--- config.mk ---
export PLATFORM = sky130hd
export DESIGN_NAME = i2c_bus_recover
export DESIGN_NICKNAME = d
export VERILOG_FILES = /design/src/rtl/i2c_bus_recover.sv
export SDC_FILE = /design/constraint.sdc
export NUM_CORES = 1
export LEC_CHECK = 0
export BUFFER_PORTS_ARGS = -buffer_cell sky130_fd_sc_hd__buf_2
export CAP_MARGIN = 5
export CORE_MARGIN = 2
export CORE_UTILIZATION = 43
export CTS_BUF_LIST = sky130_fd_sc_hd__clkbuf_8
export CTS_CLUSTER_SIZE = 30
export DETAILED_ROUTE_END_ITERATION = 8
export MAX_ROUTING_LAYER = met4
export PLACE_DENSITY_LB_ADDON = 0.3
export SETUP_SLACK_MARGIN = 0.15
export SYNTH_ARGS = -nofsm -noshare
export SYNTH_HDL_FRONTEND = slang
export SYNTH_SLANG_ARGS = --single-unit
--- constraint.sdc ---
create_clock -name clk -period 3.5 [get_ports clk]
set_clock_uncertainty 0.2 [all_clocks]
set_input_delay 0.175 -clock clk [delete_from_list [all_inputs] [get_ports clk]]
set_output_delay 0.175 -clock clk [all_outputs]
set_load 0.01 [all_outputs]
--- src/rtl/i2c_bus_recover.sv ---
module i2c_bus_recover #(
  parameter int CW   = 16,
  parameter int NCLK = 9
) (
  input  logic          clk,
  input  logic          rst_n,
  input  logic          kick,
  input  logic [CW-1:0] low_cnt,
  input  logic [CW-1:0] high_cnt,
  input  logic [CW-1:0] setup_cnt,
  input  logic [CW-1:0] hold_cnt,
  input  logic [CW-1:0] free_cnt,
  output logic          scl_oe,
  output logic          sda_oe,
  output logic          busy,
  output logic          done
);
  localparam int PW = $clog2(NCLK + 1);
  localparam logic [PW-1:0] LASTP = PW'(NCLK - 1);

  typedef enum logic [3:0] {
    IDLE, S1SU, S1HD, CLO, CHI, RSU, RHD, PSU, FREE
  } st_t;

  st_t           st;
  logic [CW-1:0] tmr, lim;
  logic [PW-1:0] pcnt;
  logic          last;

  always_comb begin
    case (st)
      CLO:             lim = low_cnt;
      CHI:             lim = high_cnt;
      S1SU, RSU, PSU:  lim = setup_cnt;
      S1HD, RHD:       lim = hold_cnt;
      FREE:            lim = free_cnt;
      default:         lim = '0;
    endcase
  end

  assign last   = ({1'b0, tmr} + 1'b1) >= {1'b0, lim};
  assign busy   = st != IDLE;
  assign scl_oe = st == CLO;
  assign sda_oe = st == S1HD || st == RHD || st == PSU ||
                  (st == CLO && pcnt == '0 && tmr == '0);

  always_ff @(posedge clk or negedge rst_n) begin
    if (!rst_n) begin
      st   <= IDLE;
      tmr  <= '0;
      pcnt <= '0;
      done <= 1'b0;
    end else begin
      done <= 1'b0;
      if (st == IDLE) begin
        tmr  <= '0;
        pcnt <= '0;
        if (kick) st <= S1SU;
      end else if (last) begin
        tmr <= '0;
        case (st)
          S1SU: st <= S1HD;
          S1HD: st <= CLO;
          CLO:  st <= CHI;
          CHI: begin
            pcnt <= pcnt + 1'b1;
            st   <= (pcnt == LASTP) ? RSU : CLO;
          end
          RSU:  st <= RHD;
          RHD:  st <= PSU;
          PSU:  st <= FREE;
          FREE: begin
            st   <= IDLE;
            done <= 1'b1;
          end
          default: st <= IDLE;
        endcase
      end else begin
        tmr <= tmr + 1'b1;
      end
    end
  end


  no_dual_edge_chk: assert property (@(posedge clk) disable iff (!rst_n)
    !$stable(scl_oe) |-> $stable(sda_oe));


  done_after_busy_chk: assert property (@(posedge clk) disable iff (!rst_n)
    done |-> (!busy && $past(busy)));


  done_single_chk: assert property (@(posedge clk) disable iff (!rst_n)
    done |=> !done);


  idle_released_chk: assert property (@(posedge clk) disable iff (!rst_n)
    !busy |-> (!scl_oe && !sda_oe));


  pulse_range_chk: assert property (@(posedge clk) disable iff (!rst_n)
    pcnt <= PW'(NCLK));


  no_restart_chk: assert property (@(posedge clk) disable iff (!rst_n)
    (busy && kick && st != S1SU) |=> st != S1SU);


  sda_free_in_high_chk: assert property (@(posedge clk) disable iff (!rst_n)
    (st == CHI) |-> !sda_oe);
endmodule

==> impl_metrics.json <==
{
  "slew_violations": 0,
  "die_area_um2": 5710,
  "p_sw_frac": 0.446,
  "setup_viol": 0,
  "fillerInstances": 447,
  "synth_fa_ha_area_frac": 0.114,
  "synth_nets": 357,
  "crit_required_ns": 3.48,
  "placed_cells": 409,
  "drc": 0,
  "yosysWarnings": 0,
  "end_kind": "flip-flop",
  "critPathBufInv": 2,
  "cts_tree": "yes",
  "path_cells": "buf_4, nand2_1, nor4_4, and3_1, xor2_1, ha_1, nand3_2, o211ai_1, a211o_4, a21oi_4, buf_4, or3_1, o311ai_2",
  "synth_top_family_by_area": "simple AND/OR/NAND/NOR gates",
  "synth-simple-area-share": 0.246,
  "clock-root-buffer": "clkbuf_8",
  "post_drt_wl_per_cell_um": 14.7,
  "p_total_mw": 1.66,
  "hold_slack_ns": 0.167,
  "hold_viol_final": 0,
  "synth_cells": 254,
  "cts_sinks": 25,
  "final_antenna_net_count": 0,
  "crit_top_cell": "buf_4",
  "cp.arrival_ns": 3.27,
  "async_flop_share": 1.00,
  "rrSetupSlack_ns": 0.21,
  "drv_cap": 0,
  "ys_types": 47,
  "synth_edf_count": 0,
  "clockPowerShare": 0.105,
  "grt_setup_unrepaired": "true",
  "place_congestion": 0.975,
  "synth.area.mux_share": 0.0114,
  "multi_input_area_um2": 1580,
  "cp_max_fo": 6,
  "grt.overflow.total": 0,
  "vias_per_cell": 5.57,
  "initial_core_util": 0.440,
  "vias": 2345,
  "drive_above_1_share": 0.407,
  "seqCellArea_um2": 634,
  "synth-compound-area-share": 0.245,
  "syn_area_um2": 2200,
  "worst_pin_slew_ns": 0.574,
  "port_buffers": 86,
  "grt_pass1_vias": 2017,
  "core_area_um2": 5010,
  "hpwl_um": 4770,
  "combinationalPowerShare": 0.631,
  "clk_latency_ns": 0.27,
  "ir_drop_uv": 252,
  "pre_cts_slack_ns": 0.0447,
  "grt_usage": 0.223,
  "hold_class": "primary input to flip-flop",
  "timing.final.ws_setup_ns": 0.207,
  "powerDensity_nw_per_um2": 554,
  "rows": 26,
  "p_seq_frac": 0.264,
  "die_width_um": 75.6,
  "syn_to_final_growth_pct": 36.2,
  "period_needed_ns": 3.29,
  "nets": 455,
  "leakage_nw": 1.55,
  "p_int_mw": 0.921,
  "fin_util": 0.599,
  "p_sw_mw": 0.743,
  "synth-main-ff-cell": "dfrtp_1",
  "die_h_um": 75.6,
  "cp_slowest_stage_delay_ns": 0.44,
  "clk_pin_slew_ns": 0.09,
  "cp-start-kind": "flip-flop",
  "pin_count": 87,
  "wl_um": 6180,
  "grt_pass1_wl_um": 9540,
  "antenna_found_initial": 0,
  "synth_xor_area_frac": 0.0557,
  "final_cell_area_um2": 3000,
  "period_share": 0.941,
  "dpl-instance-area_um2": 2790,
  "tns_ns": 0,
  "ys_seq_area_frac": 0.284,
  "clk_path_buf_depth": 2,
  "max-slew-margin-rel": 0.617,
  "status": "completed",
  "drt_iter0_drc": 123,
  "worst-setup-path-type": "flip-flop to flip-flop",
  "diodes": 0,
  "path_delay_family": "simple AND/OR/NAND/NOR gates",
  "ys_seq_elements": 25,
  "crit_path_top_delay_cell": "dfrtp_1",
  "stdcell_count": 421,
  "max_freq_mhz": 304,
  "numCtsBuffers": 3,
  "drt_first_pass_iters": 4,
  "ctsHtreeMaxLevel": 1,
  "syn_avg_cell_area_um2": 8.67,
  "grt_max_degree": 26
}
synth_stat cells, drive strengths merged, types with 3 or more instances:
master  instances  area, µm²
xnor2           7       61.3
nor3            7       61.3
a22oi          32        240
nor4            5       31.3
xor2            7       61.3
nor2b           3       18.8
inv             8       30.0
nand2          26        100
ha             20        250
clkbuf          4       15.0
dfrtp          25        626
and3           19        119
a211oi          3       27.5
o211ai          4       30.0
buf             9       51.3
nand3          13       70.1
nor2           11       41.3
nand4           4       25.0
a21oi          23        126
power by group through the flow:
stage,clock [mW],sequential (mW),combinational [mW]
5_1_grt,0.191,0.446,1.18
3_5_place_dp,0,0.435,0.932
6_report,0.175,0.439,1.05
2_1_floorplan,0,0.398,0.666
3_3_place_gp,0,0.431,0.892
4_1_cts,0.177,0.429,0.960
flip-flops by register name, indices dropped and copies added (netlist names):
name  cells
st        4
tmr      16
done      1
pcnt      4
routing by layer:
metal / global-route usage / vias up / part of all wire
met5: - / - / 0
met3: 0.0119 / 2 / 0.051
met1: 0.338 / 1088 / 0.46
met2: 0.334 / 93 / 0.48
met4: 0.0351 / 0 / 0.0049
li1: - / 1162 / -
cell families (layout without fill, tap and decap cells):
logic type	count (synthesis)	after routing
muxes	2	2
adders and majority gates	20	20
buffers and inverters	21	118
AOI/OAI and AO/OA	75	75
xor gates and xnor gates	14	14
DFF	25	25
and+or+nand+nor	97	97
timing repair:
action	in CTS	in global routing
hold buffers	1	0
pin swaps	1	10
endpoints found under the setup margin	5	21
gates resized for setup	5	21
buffers inserted	2	5
endpoints found under the hold margin	25	0
final cells by class:
| class | count | share of cell area |
|---|---|---|
| clock buffer | 3 | 0.0138 |
| clock inverter | 1 | 0.00167 |
| tap | 70 | 0.0292 |
| multi-input combinational | 208 | 0.526 |
| inverter | 8 | 0.0100 |
| sequential | 25 | 0.211 |
| timing repair buffer | 106 | 0.208 |
final timing paths:
| kind | from | cells past startpoint | end |
|---|---|---|---|
| min in group asynchronous | rst_n | 2 | done$_DFF_PN0_ |
| min | kick | 4 | st[0]$_DFFE_PN0P_ |
| max in group asynchronous | rst_n | 2 | tmr[7]$_DFF_PN0_ |
| max reg2reg | tmr[1]$_DFF_PN0_ | 13 | pcnt[3]$_DFFE_PN0P_ |
| min reg2reg | st[3]$_DFFE_PN0P_ | 2 | st[3]$_DFFE_PN0P_ |
| max | tmr[1]$_DFF_PN0_ | 13 | pcnt[3]$_DFFE_PN0P_ |
worst min-delay path, cell delays in order:
cell	delay, ns
buf_2	0.07
nor2_1	0.03
nor3_1	0.15
mux2_4	0.17
cell usage in the layout (no fill, tap or decap), types with 4 or more instances in the layout:
cell      count
buf_2        86
a22oi_1      32
nand2_1      24
a21oi_1      22
ha_1         19
and3_1       18
dfrtp_1      18
buf_4        15
nor2_1       10
nand3_1      10
inv_1         7
xor2_1        7
dfrtp_2       7
xnor2_1       6
nor4_1        4
nand4_1       4
o211ai_1      4
No activity file was read; power rests on OpenSTA's default activity.
